[src/rtl/dma_irq_pkg.sv]
package dma_irq_pkg;

  // Event kind positions inside a channel field
  typedef enum int unsigned {
    EV_ONE_DONE      = 0,
    EV_CHAIN_DONE    = 1,
    EV_ID_ERR        = 2,
    EV_ADDR_ERR      = 3,
    EV_RD_BUS_ERR    = 4,
    EV_WR_NARROW_ERR = 5,
    EV_WR_WIDE_ERR   = 6
  } dma_evt_e;

  localparam int unsigned EVT_KINDS = 7;

  // Word selector carried in address bit 0
  typedef enum logic {
    SEL_ENABLE = 1'b0,
    SEL_STATUS = 1'b1
  } reg_sel_e;

  // Bits that hold state in a packed word (reserved field bits excluded)
  function automatic logic [63:0] live_mask(int cpr, int fw, int ew);
    logic [63:0] m;
    m = '0;
    for (int c = 0; c < cpr; c++) begin
      for (int b = 0; b < ew; b++) begin
        m[c*fw + b] = 1'b1;
      end
    end
    return m;
  endfunction

endpackage

[src/rtl/dma_irq_group.sv]
module dma_irq_group
  import dma_irq_pkg::*;
#(
  parameter int CH_PER_REG = 4,
  parameter int FIELD_W    = 8,
  parameter int EVT_W      = 7,
  localparam int REG_W     = CH_PER_REG * FIELD_W
) (
  input  logic                        clk,
  input  logic                        rst,
  input  logic                        en_we,
  input  logic                        sts_clr,
  input  logic [REG_W-1:0]            wdata,
  input  logic [CH_PER_REG*EVT_W-1:0] evt,
  output logic [REG_W-1:0]            en_q,
  output logic [REG_W-1:0]            sts_q,
  output logic                        hit
);

  localparam logic [63:0]      LIVE64 = live_mask(CH_PER_REG, FIELD_W, EVT_W);
  localparam logic [REG_W-1:0] LIVE   = LIVE64[REG_W-1:0];

  logic [REG_W-1:0] evt_word;
  logic [REG_W-1:0] clr_mask;

  // Spread each channel's event pulses into its field
  for (genvar ch = 0; ch < CH_PER_REG; ch++) begin : g_field
    if (FIELD_W > EVT_W) begin : g_pad
      assign evt_word[ch*FIELD_W +: FIELD_W] =
        {{(FIELD_W-EVT_W){1'b0}}, evt[ch*EVT_W +: EVT_W]};
    end else begin : g_nopad
      assign evt_word[ch*FIELD_W +: FIELD_W] = evt[ch*EVT_W +: FIELD_W];
    end
  end

  assign clr_mask = sts_clr ? wdata : '0;

  always_ff @(posedge clk) begin
    if (rst) begin
      en_q  <= '0;
      sts_q <= '0;
    end else begin
      if (en_we) begin
        en_q <= wdata & LIVE;
      end
      // new events win over a clear in the same cycle
      sts_q <= (sts_q & ~clr_mask) | evt_word;
    end
  end

  assign hit = |(en_q & sts_q);

  AST_EVT_LATCH: assert property (@(posedge clk) disable iff (rst)
    !$past(rst) |-> (($past(evt_word) & ~sts_q) == '0)) else $error("event lost");

  AST_STS_STICKY: assert property (@(posedge clk) disable iff (rst)
    (!$past(rst) && !$past(sts_clr)) |-> (($past(sts_q) & ~sts_q) == '0)) else $error("status dropped");

  AST_EN_HOLD: assert property (@(posedge clk) disable iff (rst)
    (!$past(rst) && !$past(en_we)) |-> $stable(en_q)) else $error("enable changed");

endmodule

[src/rtl/dma_irq_rdmux.sv]
module dma_irq_rdmux #(
  parameter int NUM_REG = 2,
  parameter int REG_W   = 32,
  parameter int ADDR_W  = 2
) (
  input  logic                     clk,
  input  logic                     rst,
  input  logic                     rd_req,
  input  logic [ADDR_W-1:0]        rd_addr,
  input  logic [NUM_REG*REG_W-1:0] en_words,
  input  logic [NUM_REG*REG_W-1:0] sts_words,
  output logic [REG_W-1:0]         rdata,
  output logic                     rvalid
);

  logic [ADDR_W-1:0] grp;
  logic [REG_W-1:0]  sel_word;

  assign grp = rd_addr >> 1;

  always_comb begin
    sel_word = '0;
    for (int g = 0; g < NUM_REG; g++) begin
      if (int'(grp) == g) begin
        sel_word = rd_addr[0] ? sts_words[g*REG_W +: REG_W]
                              : en_words[g*REG_W +: REG_W];
      end
    end
  end

  always_ff @(posedge clk) begin
    if (rst) begin
      rdata  <= '0;
      rvalid <= 1'b0;
    end else begin
      rvalid <= rd_req;
      if (rd_req) begin
        rdata <= sel_word;
      end
    end
  end

endmodule

[src/rtl/dma_irq_collector.sv]
module dma_irq_collector
  import dma_irq_pkg::*;
#(
  parameter int NUM_CH     = 8,
  parameter int CH_PER_REG = 4,
  parameter int FIELD_W    = 8,
  parameter int EVT_W      = 7,
  parameter int ADDR_W     = $clog2(NUM_CH / CH_PER_REG) + 1
) (
  input  logic                          clk,
  input  logic                          rst,
  input  logic [NUM_CH*EVT_W-1:0]       evt_i,
  input  logic                          bus_valid,
  input  logic                          bus_write,
  input  logic [ADDR_W-1:0]             bus_addr,
  input  logic [CH_PER_REG*FIELD_W-1:0] bus_wdata,
  output logic [CH_PER_REG*FIELD_W-1:0] bus_rdata,
  output logic                          bus_rvalid,
  output logic                          irq
);

  localparam int REG_W   = CH_PER_REG * FIELD_W;
  localparam int NUM_REG = NUM_CH / CH_PER_REG;
  localparam int GRP_EVT = CH_PER_REG * EVT_W;
  localparam logic [63:0]      LIVE64 = live_mask(CH_PER_REG, FIELD_W, EVT_W);
  localparam logic [REG_W-1:0] LIVE   = LIVE64[REG_W-1:0];

  logic [NUM_REG*REG_W-1:0] en_words;
  logic [NUM_REG*REG_W-1:0] sts_words;
  logic [NUM_REG-1:0]       hits;
  logic                     hit_any;
  logic                     wr_req;
  logic                     rd_req;

  assign wr_req = bus_valid & bus_write;
  assign rd_req = bus_valid & ~bus_write;

  for (genvar g = 0; g < NUM_REG; g++) begin : g_grp
    logic en_sel;
    logic sts_sel;
    assign en_sel  = wr_req && (bus_addr == ADDR_W'(2*g + int'(SEL_ENABLE)));
    assign sts_sel = wr_req && (bus_addr == ADDR_W'(2*g + int'(SEL_STATUS)));

    dma_irq_group #(
      .CH_PER_REG (CH_PER_REG),
      .FIELD_W    (FIELD_W),
      .EVT_W      (EVT_W)
    ) u_grp (
      .clk     (clk),
      .rst     (rst),
      .en_we   (en_sel),
      .sts_clr (sts_sel),
      .wdata   (bus_wdata),
      .evt     (evt_i[g*GRP_EVT +: GRP_EVT]),
      .en_q    (en_words[g*REG_W +: REG_W]),
      .sts_q   (sts_words[g*REG_W +: REG_W]),
      .hit     (hits[g])
    );
  end

  dma_irq_rdmux #(
    .NUM_REG (NUM_REG),
    .REG_W   (REG_W),
    .ADDR_W  (ADDR_W)
  ) u_rdmux (
    .clk       (clk),
    .rst       (rst),
    .rd_req    (rd_req),
    .rd_addr   (bus_addr),
    .en_words  (en_words),
    .sts_words (sts_words),
    .rdata     (bus_rdata),
    .rvalid    (bus_rvalid)
  );

  assign hit_any = |hits;

  always_ff @(posedge clk) begin
    if (rst) begin
      irq <= 1'b0;
    end else begin
      irq <= hit_any;
    end
  end

  AST_RVALID_SRC: assert property (@(posedge clk) disable iff (rst)
    (!$past(rst) && bus_rvalid) |-> $past(bus_valid && !bus_write)) else $error("stray rvalid");

  AST_RSVD_RD: assert property (@(posedge clk) disable iff (rst)
    bus_rvalid |-> ((bus_rdata & ~LIVE) == '0)) else $error("reserved bit set");

  AST_IRQ_SET: assert property (@(posedge clk) disable iff (rst)
    (!$past(rst) && $past(|(en_words & sts_words))) |-> irq) else $error("irq missing");

  AST_IRQ_CLR: assert property (@(posedge clk) disable iff (rst)
    (!$past(rst) && !$past(|(en_words & sts_words))) |-> !irq) else $error("irq spurious");

endmodule

[config.mk]
export PLATFORM = sky130hd
export DESIGN_NAME = dma_irq_collector
export DESIGN_NICKNAME = d
export VERILOG_FILES = /design/src/rtl/dma_irq_pkg.sv /design/src/rtl/dma_irq_group.sv /design/src/rtl/dma_irq_rdmux.sv /design/src/rtl/dma_irq_collector.sv
export SDC_FILE = /design/constraint.sdc
export NUM_CORES = 1
export LEC_CHECK = 0
export ABC_AREA = 1
export BUFFER_PORTS_ARGS = -buffer_cell sky130_fd_sc_hd__clkbuf_2
export CAP_MARGIN = 0
export CELL_PAD_IN_SITES_DETAIL_PLACEMENT = 0
export CELL_PAD_IN_SITES_GLOBAL_PLACEMENT = 1
export CORE_MARGIN = 4
export CORE_UTILIZATION = 36
export DETAILED_ROUTE_END_ITERATION = 16
export HOLD_SLACK_MARGIN = 0.03
export PLACE_DENSITY = 0.86
export SETUP_SLACK_MARGIN = 0.4
export SLEW_MARGIN = 0
export SYNTH_ARGS = -nofsm -noshare
export SYNTH_HDL_FRONTEND = slang
export SYNTH_SLANG_ARGS = --single-unit
[constraint.sdc]
create_clock -name clk -period 1 [get_ports clk]
set_input_delay 0.2 -clock clk [delete_from_list [all_inputs] [get_ports clk]]
set_output_delay 0.2 -clock clk [all_outputs]
set_load 0.02 [all_outputs]
=== Yosys cells after proc, flatten, opt, wreduce, memory -nomap -nowiden ===
Index checks and enable logic that the tools add are counted.

* Flip-flop bits (word level): 154
* Input bits: 94
* Output and inout bits: 34
* Word-level logic and storage cells: 34

* Eq/ne operators: 3
* Muxes and demuxes: 6
* Bitwise logic cells: 11
* Reduce and logical (&&, ||, !) cells: 7

{| class="wikitable"
|+ Operators with widths
! operator !! number
|-
| $mux 32 || 6
|-
| $and 31x32->32 || 2
|-
| $and 32x32->32 || 2
|-
| $not 32->32 || 2
|-
| $or 32x31->32 || 2
|-
| $reduce_or 64->1 || 1
|-
| $eq 2x2->1 const B || 2
|-
| $logic_and 1x1->1 || 4
|-
| $logic_not 2->1 || 2
|-
| $and 1x1->1 || 2
|-
| $eq 2x1->1 const B || 1
|-
| $not 1->1 || 1
|}

=== Depth between registers and ports, before layout ===
Gate-level depths: netlist of run 1.

* Depth in word-level cells: 6
* Gate-level depth with buffers: 8
* Depth with buffers taken out: 8

=== By module ===
A second synthesis of run 1 with hierarchy kept.

* Cell total of the unflattened synthesis: 1000
* Area total of the unflattened synthesis: 6885.4 um2

{| class="wikitable"
|+ Modules (own cells, without submodules)
! module !! times used !! cells each !! area an instance (um2) !! seq. area each (um2)
|-
| dma_irq_group || 2 || 314 || 2352.3 || 1201.2
|-
| dma_irq_rdmux || 1 || 356 || 2102.0 || 660.6
|-
| dma_irq_collector || 1 || 16 || 78.8 || 20.0
|}

=== Worst setup path after synthesis of run 1 ===
Ideal clock, no wire load.

* Path kind: input to register
* Start point: input port bus_valid
* End point: register u_rdmux.rdata[10]
* Library setup time: 119 ps
* Data arrival time: 916 ps
* Required time: 881 ps
* Slack: -35 ps
* Stages on the path: 6
* Buffers on the path: 1
* Path through: inv_1 > nor2_1 > inv_2 > clkbuf_1 > a211oi_1 > nor2_1

* Longest elaborated chain between the ends: 1

{| class="wikitable"
|+ RTL lines
! what !! RTL line !! RTL
|-
| start: declaration || dma_irq_collector.sv:13 || <nowiki>input logic bus_valid,</nowiki>
|-
| $and 1x1->1 || dma_irq_collector.sv:36 || <nowiki>assign rd_req = bus_valid & ~bus_write;</nowiki>
|-
| end signal: assignment || dma_irq_rdmux.sv:38 || <nowiki>rdata <= sel_word;</nowiki>
|-
| end: declaration || dma_irq_rdmux.sv:12 || <nowiki>output logic [REG_W-1:0] rdata,</nowiki>
|}

Every way passes these cells.
A chain may end at the register's enable or synchronous reset.

=== Final worst setup path of run 1 ===
* Start point: register g_grp[1].u_grp.sts_q[19]
* End point: register irq

* Longest elaborated chain between the ends: 2

{| class="wikitable"
|+ RTL lines
! what !! RTL line !! RTL
|-
| start: declaration || dma_irq_group.sv:16 || <nowiki>output logic [REG_W-1:0] sts_q,</nowiki>
|-
| start signal: assignment || dma_irq_group.sv:47 || <nowiki>sts_q <= (sts_q & ~clr_mask) | evt_word;</nowiki>
|-
| $and 31x32->32 || dma_irq_group.sv:51 || <nowiki>assign hit = |(en_q & sts_q);</nowiki>
|-
| $reduce_or 64->1 || dma_irq_collector.sv:76 || <nowiki>assign hit_any = |hits;</nowiki>
|-
| end signal: assignment || dma_irq_collector.sv:82 || <nowiki>irq <= hit_any;</nowiki>
|-
| end: declaration || dma_irq_collector.sv:19 || <nowiki>output logic irq</nowiki>
|}

Every way passes these cells.

==> results, run 1 <==
- The flow ran to the end, but the final reports show violations.
- The final reports fail on negative hold slack, negative setup slack.
- The synthesized netlist cell count is around 860.
- Setup violations remaining at the end of the flow were counted as 37.
- The critical path goes through nand2_1 -> nand2_1 -> nor2_2 -> nand2_1 -> nor2_1 -> nand2_1 -> nor2_1 -> nor2_1.
- Power spread over the standard cell area amounts to ~1300 nW/um2.
- The H-tree level count is 4.
- The static leakage is around 0.0056 uW.
- The cell at the slowest stage of the critical path is sky130_fd_sc_hd__dfxtp_2.
- The area added between synthesis and finish is 96.8%.
- The clock transition at the register clock pins on the worst setup and hold paths after CTS is about 0.070 ns.
- The count of input and output buffers is between 100 and 150.
- The worst setup path is launched from a flip-flop.
- The setup TNS is -3.78 ns.
- The time the final worst path needs with I/O delays and setup is approximately 1.3 ns.
- The pre-antenna-repair detailed-routing pass consisted of 6 iterations.
- A synthesized cell averages ~7.5 um2.
- The critical path is of the reg2reg type.
- The initialized floorplan defines 48 standard-cell rows.
- The wire length on met3 is around 2500 um.
- around 130 I/O pins were placed.
- The headroom to the max-slew limit is 0.756.
- In this run the standard cell core region covers roughly 17000 um2.
- Global routing finished with a remaining overflow of 0.
- The final route contains just under 8000 vias.
- The detailed router finished its first iteration with 600 violations.
- After legalization and detailed placement, the total HPWL measured 14400 um.
- TritonCTS built the clock tree.
- For this block, the routed nets add up to roughly 30000 um of wire.
- The number of global-route vias before repair was 7704.
- The data required time at the worst endpoint is roughly 1.3 ns.
- The number of synthesized flops with an enable pin is 0.
- The number of clock buffers inserted by TritonCTS is 17.
- The achievable frequency is approximately 0.80 GHz.
- The fraction of synthesis flops using an asynchronous set or reset pin is 0.
- The max-slew violation total from the final report is 0.
- The post-route clock period utilization is 1.26.
- The sequential element share of the synthesized area is 0.477.
- Setup repair after global routing could not meet its margin everywhere.
- The synthesized design contains between 150 and 200 register bits.
- In the layout the commonest cells are sky130_fd_sc_hd__nand2_1 (135), sky130_fd_sc_hd__dfxtp_2 (106), sky130_fd_sc_hd__inv_1 (98), sky130_fd_sc_hd__clkbuf_2 (89), sky130_fd_sc_hd__buf_6 (81).
- Across the run, the number of max-cap violations was 0.
- The largest voltage drop on the vdd net is ~1.4 mV.
- The first global-routing pass estimated about 41000 um of wire.
- The synthesized netlist net count is roughly 960.
- The clock net sink count is approximately 150.
- The library cell used most frequently in the layout, excluding fill and tap cells, is sky130_fd_sc_hd__nand2_1.
- The count of filler cells inserted in the layout is between 1000 and 1500.
- In this run the remaining antenna-violating nets after routing total 0.
- The number of endpoints with negative hold slack in the final report is 28.
- The top fanout value on the critical path is 3.
- The worst-case clock skew is between 0.008 and 0.009 ns.
- The number of nets in the final layout is between 1000 and 1500.
- For the pin with the worst max-slew slack, the measured transition is roughly 0.37 ns.
- For this run, the slowest stage of the critical path takes between 0.3 and 0.4 ns.
- The die covers 20200 um2.
- The die is 142 um tall.
- The most used flip-flop cell after synthesis is sky130_fd_sc_hd__dfxtp_1.
- The category of the worst setup path capture point is a flip-flop.
- For this run, the total global-route usage over all layers was measured as 0.261.
- The number of warnings reported in the yosys synthesis log is 0.
- The pin count of the biggest net entering global routing is 28.
- The root buffer cell is sky130_fd_sc_hd__clkbuf_16.
- The met2 wire length is roughly 15000 um.
- After detailed routing, the number of remaining DRC violations is 0.
- The routed wire length per instance is 21.3 um.
- The number of vias per cell after detailed routing is ~5.5.
- The share of final-layout standard cells stronger than drive strength 1 is 0.649.
- The arrival time of data at the critical path endpoint is ~1.6 ns.
- The cell area that synthesis handed to floorplanning was 6460 um2.
- The highest metal layer with signal wires is met4.
- The insertion delay to the later sink of the worst-skew pair is 0.44 ns.
- The final worst setup slack is -0.257 ns.
- The distinct cell type count after synthesis is 23.
- 0 antenna diodes ended up in the layout.
- At the end of routability-driven placement, the weighted congestion stood at approximately 0.83.
- Counting along the longest clock path gives a buffer depth of 2.
- The number of antenna violations at the first check in global routing is 0.
- Among the stages of the critical path, the cell type that occurs most often is sky130_fd_sc_hd__nand2_1.
- The initial utilization of the core area, before any placement, comes to 0.371.
- Measured along the x axis, the die boundary spans between 100 and 150 um.
- The min-delay analysis places its worst path in the category in2reg.
- Hold repair after CTS inserted 5 buffers.
- Across all hold checks on the routed design, the worst slack comes to -0.0318 ns.
- The wire length on met1 is between 10000 and 15000 um.
[state kept, by name, summed over array words and instances (netlist names)]
signal             count
g_grp.u_grp.en_q      56
g_grp.u_grp.sts_q     64
irq                    1
u_rdmux.rdata         32
u_rdmux.rvalid         1
[final cells by class]
type	instances	area, um2	area share
Inverter	107	480	0.0378
Clock buffer	20	457	0.0359
Multi-Input combinational cell	549	4090	0.321
Timing Repair Buffer	341	4000	0.315
Clock inverter	12	139	0.0109
Sequential cell	154	3230	0.254
Tap cell	225	282	0.0221
Timing Repair inverter	2	46.3	0.00364
[worst max-delay path: cells and delay by family, from the launching register on]
| kind | cells | cell delay (ns) |
|---|---|---|
| and+or+nand+nor | 8 | 0.80 |
| DFF | 1 | 0.34 |
[cell families (layout without fill, tap and decap cells)]
group | count (synthesis) | in the layout | share of synthesized area
and+or+nand+nor | 239 | 239 | 0.144
DFF | 154 | 154 | 0.477
AOI/OAI and AO/OA | 310 | 310 | 0.270
buffers and inverters | 160 | 482 | 0.109
[final timing paths]
kind,start,end,slack (ns),depth (start not counted)
max,g_grp[1].u_grp.sts_q[19],irq,-0.26,8
max reg2reg,g_grp[1].u_grp.sts_q[19],irq,-0.26,8
min,evt_i[41],g_grp[1].u_grp.sts_q[14],-0.03,3
min reg2reg,g_grp[1].u_grp.sts_q[31],g_grp[1].u_grp.sts_q[31],0.44,2
[report_power, final]
| part | internal, uW | leakage (uW) | switching, uW |
|---|---|---|---|
| sequential | 6520 | 0.00131 | 314 |
| clock | 3830 | 0.000280 | 2820 |
| combinational | 1760 | 0.00404 | 1730 |
| total | 12100 | 0.00563 | 4860 |
[per-layer routing]
| layer | vias to the layer above | global-route usage |
|---|---|---|
| met3 | 121 | 0.0702 |
| met5 | - | 0 |
| met1 | 3739 | 0.328 |
| met4 | 0 | 0.0798 |
| met2 | 424 | 0.439 |
| li1 | 3490 | - |
[per-stage QoR]
step           cells  total power [uW]   util  area, um2  setup WS (ns)
6_report        1410             17000  0.730      12700         -0.257
3_5_place_dp    1297              8840  0.497       8660         -0.368
3_3_place_gp    1297              8820  0.497       8660         -0.335
5_1_grt         1410             17400  0.730      12700         -0.262
4_1_cts         1386             16200  0.667      11600         -0.151
2_1_floorplan    863              7900      -       7010         0.0733
[synthesized netlist by cell type, types with 12 or more instances]
cell | number | share of area
sky130_fd_sc_hd__o21ai_0 | 104 | 0.081
sky130_fd_sc_hd__dfxtp_1 | 154 | 0.48
sky130_fd_sc_hd__buf_2 | 22 | 0.017
sky130_fd_sc_hd__a21oi_2 | 12 | 0.016
sky130_fd_sc_hd__nand2_1 | 182 | 0.11
sky130_fd_sc_hd__inv_1 | 99 | 0.058
sky130_fd_sc_hd__clkbuf_1 | 17 | 0.0099
sky130_fd_sc_hd__nor2_1 | 38 | 0.022
sky130_fd_sc_hd__a211oi_1 | 14 | 0.016
sky130_fd_sc_hd__a21oi_1 | 112 | 0.087
sky130_fd_sc_hd__nand3_1 | 14 | 0.011
sky130_fd_sc_hd__o21ai_1 | 40 | 0.031
[repair_timing]
| item | 4_1_cts | 5_1_grt |
|---|---|---|
| cloned | 20 | 5 |
| endpoints found under the hold margin | 52 | 41 |
| setup endpoints to repair | 188 | 188 |
| pin swaps | 128 | 74 |
| resized for setup | 460 | 209 |
| setup buffers | 32 | 19 |
Power figures use the tool's default switching activity.
==> inputs of run 2 (changes only) <==
Settings changed: ABC_AREA 1 to 0, CORE_UTILIZATION 36 to 37, SLEW_MARGIN 0 to 20.
==> run 2 against run 1 <==
  * Combinational power down 29%
  * Sequential power down 2%
  * Register-to-register slack worse by 0.14 ns
  * Non-clock buffer count down 54
  * Critical path type unchanged
  * Global-route usage down 1.2 points
  * Flip-flop and latch count unchanged
  * Clock power down 5.3%
  * Clock skew up 0.0027 ns
  * The run still ends with negative hold slack, negative setup slack left
  * Critical endpoint unchanged
==> results, run 2 <==
- The startpoint of the worst hold path is bus_wdata[7].
- The die covers 19500 um2.
- After detailed routing, the average wire length per cell comes to around 24 um.
- The largest registers in the layout are g_grp.u_grp.sts_q (64), g_grp.u_grp.en_q (56), u_rdmux.rdata (32).
- Once layout is complete, the utilization of the core stands at 0.700.
- The path with the worst hold slack has its endpoint at g_grp[1].u_grp.sts_q[7].
- STA classifies the critical path endpoint as a flip-flop.
- The residual antenna-violating net count after detailed routing is 0.
- The synthesized netlist cell count is 730.
- Measured in cells, the most critical reg-to-reg path has a length of 4.
- The pin count of the biggest net entering global routing is 34.
- In this run the critical register-to-register path is captured at irq.
- The average instance area after synthesis is 8.77 um2.
- The number of buffers on the longest clock path is 2.
- In the layout the commonest cells are sky130_fd_sc_hd__a21oi_2 (133), sky130_fd_sc_hd__nand2_4 (109), sky130_fd_sc_hd__dfxtp_2 (96), sky130_fd_sc_hd__clkbuf_2 (88), sky130_fd_sc_hd__nand2_1 (64).
- The antenna diode count is 0.
- The tightest min-delay check is of the in2reg type.
- The clock transition at the register clock pins on the worst setup and hold paths after CTS is approximately 0.060 ns.
- The first global-routing pass estimated around 38000 um of wire.
- The routed design has just under 30000 um of wire.
- Dividing the final minimum period by the clock period gives 1.39.
- The net count of the finished layout is ~1100.
- The library cell used most frequently in the layout, excluding fill and tap cells, is sky130_fd_sc_hd__a21oi_2.
- The final worst setup slack is -0.392 ns.
- The number of clock buffers inserted by TritonCTS is 17.
- The checks that failed: negative hold slack, negative setup slack.
- In this run, the number of DRC markers left after iteration 0 of detailed routing was roughly 670.
- The root buffer cell is sky130_fd_sc_hd__clkbuf_16.
- By area the synthesized netlist is led by sky130_fd_sc_hd__dfxtp_1 (48%), sky130_fd_sc_hd__nand2_1 (13%), sky130_fd_sc_hd__a21oi_1 (10%).
- The headroom to the max-slew limit is 0.771.
- The clock net sink count is between 150 and 200.
- The number of antenna violations at the first check in global routing was 0.
- Among all flip-flop cells after synthesis, the most frequent one is sky130_fd_sc_hd__dfxtp_1.
- The static leakage is around 0.0048 uW.
- The data required time at the worst endpoint is 1.29 ns.
- The half-perimeter wire length of the detailed placement result is roughly 15000 um.
- For this run, the top clock speed supported by timing is just over 0.7 GHz.
- The number of placed instances, taps included, is 1113.
- After synthesis the netlist holds a flip-flop and latch count of 154.
- In this run the critical register-to-register path is launched from g_grp[1].u_grp.en_q[14].
- The library cell occupying the most area in the post-synthesis netlist is sky130_fd_sc_hd__dfxtp_1.
- The die is ~140 um tall.
- From synthesis to final layout, the design area changed by 83.4%.
- In this run the power density over the cells is roughly 1300 nW/um2.
- The distinct cell type count after synthesis is 26.
- The number of maximum-capacitance constraint violations is 0.
- The number of flip-flops under the largest register name is 64.
- Routability-driven placement finished with a final weighted congestion of around 0.84.
- The max-slew violation total from the final report is 0.
- The cell depth of the worst hold path is 2.
- The number of endpoints with negative hold slack in the final report is 32.
- The cell with the most instances after synthesis is sky130_fd_sc_hd__nand2_1.
- The share of final-layout standard cells stronger than drive strength 1 is 0.781.
- The die outline width is between 100 and 150 um.
- The final route contains slightly above 7000 vias.
- The count of filler cells inserted in the layout is around 1100.
- The critical path class is reg2reg.
- The number of global-route vias before repair is 6739.
- Across all register-to-register paths, the minimum setup slack is -0.39 ns.
- The mapped netlist covers between 6000 and 7000 um2.
- Across the VDD grid, the largest voltage drop is 1.08 mV.
- The CTS tree is done.
- During synthesis, Yosys emitted a total of 0 warnings.
- The top fanout value on the critical path is 3.
- The total DRC errors in the routed layout is 0.
- Row generation in the floorplan step produced 47 rows.
- In the global route stage, overall resource usage came out at 0.249.
- Buffers placed on the I/O ports in this run total between 100 and 150.
- The arrival time of data at the critical path endpoint is about 1.7 ns.
- STA classifies the critical path startpoint as a flip-flop.
- The H-tree level count is 4.
- The clock reaches the later pin of the worst-skew pair after 0.44 ns.
- The worst-case clock skew is between 0.01 and 0.015 ns.
- Setup violations remaining at the end of the flow were counted as 82.
- The pre-antenna-repair detailed-routing pass consisted of 5 iterations.
- Ranked by instance count, the synthesized netlist is headed by sky130_fd_sc_hd__nand2_1 (226), sky130_fd_sc_hd__dfxtp_1 (154), sky130_fd_sc_hd__a21oi_1 (129).
- Counting flops per register, the top entry is g_grp.u_grp.sts_q.
- The share of synthesized area in the top cell type comes to 0.482.
- The initial utilization of the core area, before any placement, comes to 0.382.
- Setup repair after global routing could not meet its margin everywhere.
- The number of synthesized flops with an enable pin is 0.
- For this run, the number of standard cells in the final layout without fillers is roughly 1200.
- The slew at the pin closest to its max-slew limit is 0.344 ns.
- For this run, the register share of the synthesized area comes to 0.482.
- Using the TritonRoute via totals, the vias-per-cell ratio works out to 5.92.
- The placeable core region is around 17000 um2.
- The area taken by flip-flops and latches is roughly 3300 um2.
- The fraction of synthesis flops using an asynchronous set or reset pin is 0.
- Counting every net in the synthesized netlist gives slightly above 800.
- The total congestion overflow is 0.
- The hold slack is -0.0283 ns.
- The area of the multi-input gates is 4540 um2.
- The time the final worst path needs with I/O delays and setup is about 1.4 ns.
- The flow ran to the end, but the final reports show violations.
- The count of boundary I/O pins is ~130.
[run 2: changes by cell type after synthesis, sizes merged, moves of 21 or more]
cell | before | now
a21oi | 124 | 148
nand2 | 182 | 227
nor2 | 41 | 62
mux4 | 0 | 28
o21ai | 144 | 0
a22oi | 6 | 32
inv | 107 | 0
[run 2: final cells by class]
cell class,instances,share of cell area
Multi-Input combinational cell,527,0.387
Clock buffer,21,0.0384
Sequential cell,154,0.278
Tap cell,220,0.0235
Clock inverter,8,0.00842
Timing Repair Buffer,287,0.265
[run 2: kinds of logic after synthesis]
| logic type | count (synthesis) | synth area share |
|---|---|---|
| AOI/OAI and AO/OA | 181 | 0.165 |
| DFF | 154 | 0.482 |
| and+or+nand+nor | 314 | 0.200 |
| muxes | 32 | 0.106 |
| buffers and inverters | 49 | 0.0475 |
[run 2: stage by stage]
| step | setup WS, ns | setup TNS [ns] | power [uW] | hold WS, ns | cell area, um2 |
|---|---|---|---|---|---|
| after CTS | -0.185 | -6.91 | 14900 | -0.0372 | 10400 |
| after floorplan | -0.218 | -15.68 | 7500 | 0.284 | 6700 |
| after global placement | -0.351 | -42.44 | 8250 | 0.407 | 8010 |
| after detailed placement | -0.384 | -46.18 | 8280 | 0.413 | 8010 |
| final | -0.392 | -7.65 | 15500 | -0.0283 | 11700 |
| after global routing | -0.436 | -9.36 | 15900 | -0.0382 | 11700 |
[run 2: critical path, cell delays in order, from the launching register on]
cell                      delay, ns
sky130_fd_sc_hd__dfxtp_1       0.36
sky130_fd_sc_hd__a22oi_1       0.29
sky130_fd_sc_hd__nand4_1       0.22
sky130_fd_sc_hd__nor3_2        0.23
sky130_fd_sc_hd__a31oi_2       0.15
[run 2: repair_timing]
item,in CTS,in global routing
cloned,12,5
buffers inserted,30,28
hold endpoints to repair,61,55
endpoints found under the setup margin,187,188
pin swaps,126,156
resized for setup,378,293
[run 2: metal layers]
| layer | routed length (um) | global-route usage | up-vias |
|---|---|---|---|
| li1 | - | - | 3038 |
| met1 | 10700 | 0.308 | 3509 |
| met4 | 1900 | 0.107 | 0 |
| met3 | 2980 | 0.0751 | 174 |
| met5 | 0 | 0 | - |
| met2 | 13900 | 0.405 | 484 |
[run 2: report_power, final]
part | internal (uW) | switching [uW] | total (uW)
combinational | 1240 | 1230 | 2470
sequential | 6400 | 332 | 6730
clock | 3690 | 2610 | 6300
[run 2: worst max path at each step]
stage                       startpoint                endpoint
2_1_floorplan              bus_addr[1]  g_grp[0].u_grp.en_q[4]
3_3_place_gp               bus_addr[1]       u_rdmux.rdata[17]
3_5_place_dp               bus_addr[1]       u_rdmux.rdata[22]
4_1_cts         g_grp[1].u_grp.en_q[9]                     irq
5_1_grt        g_grp[1].u_grp.en_q[14]                     irq
6_report       g_grp[1].u_grp.en_q[14]                     irq
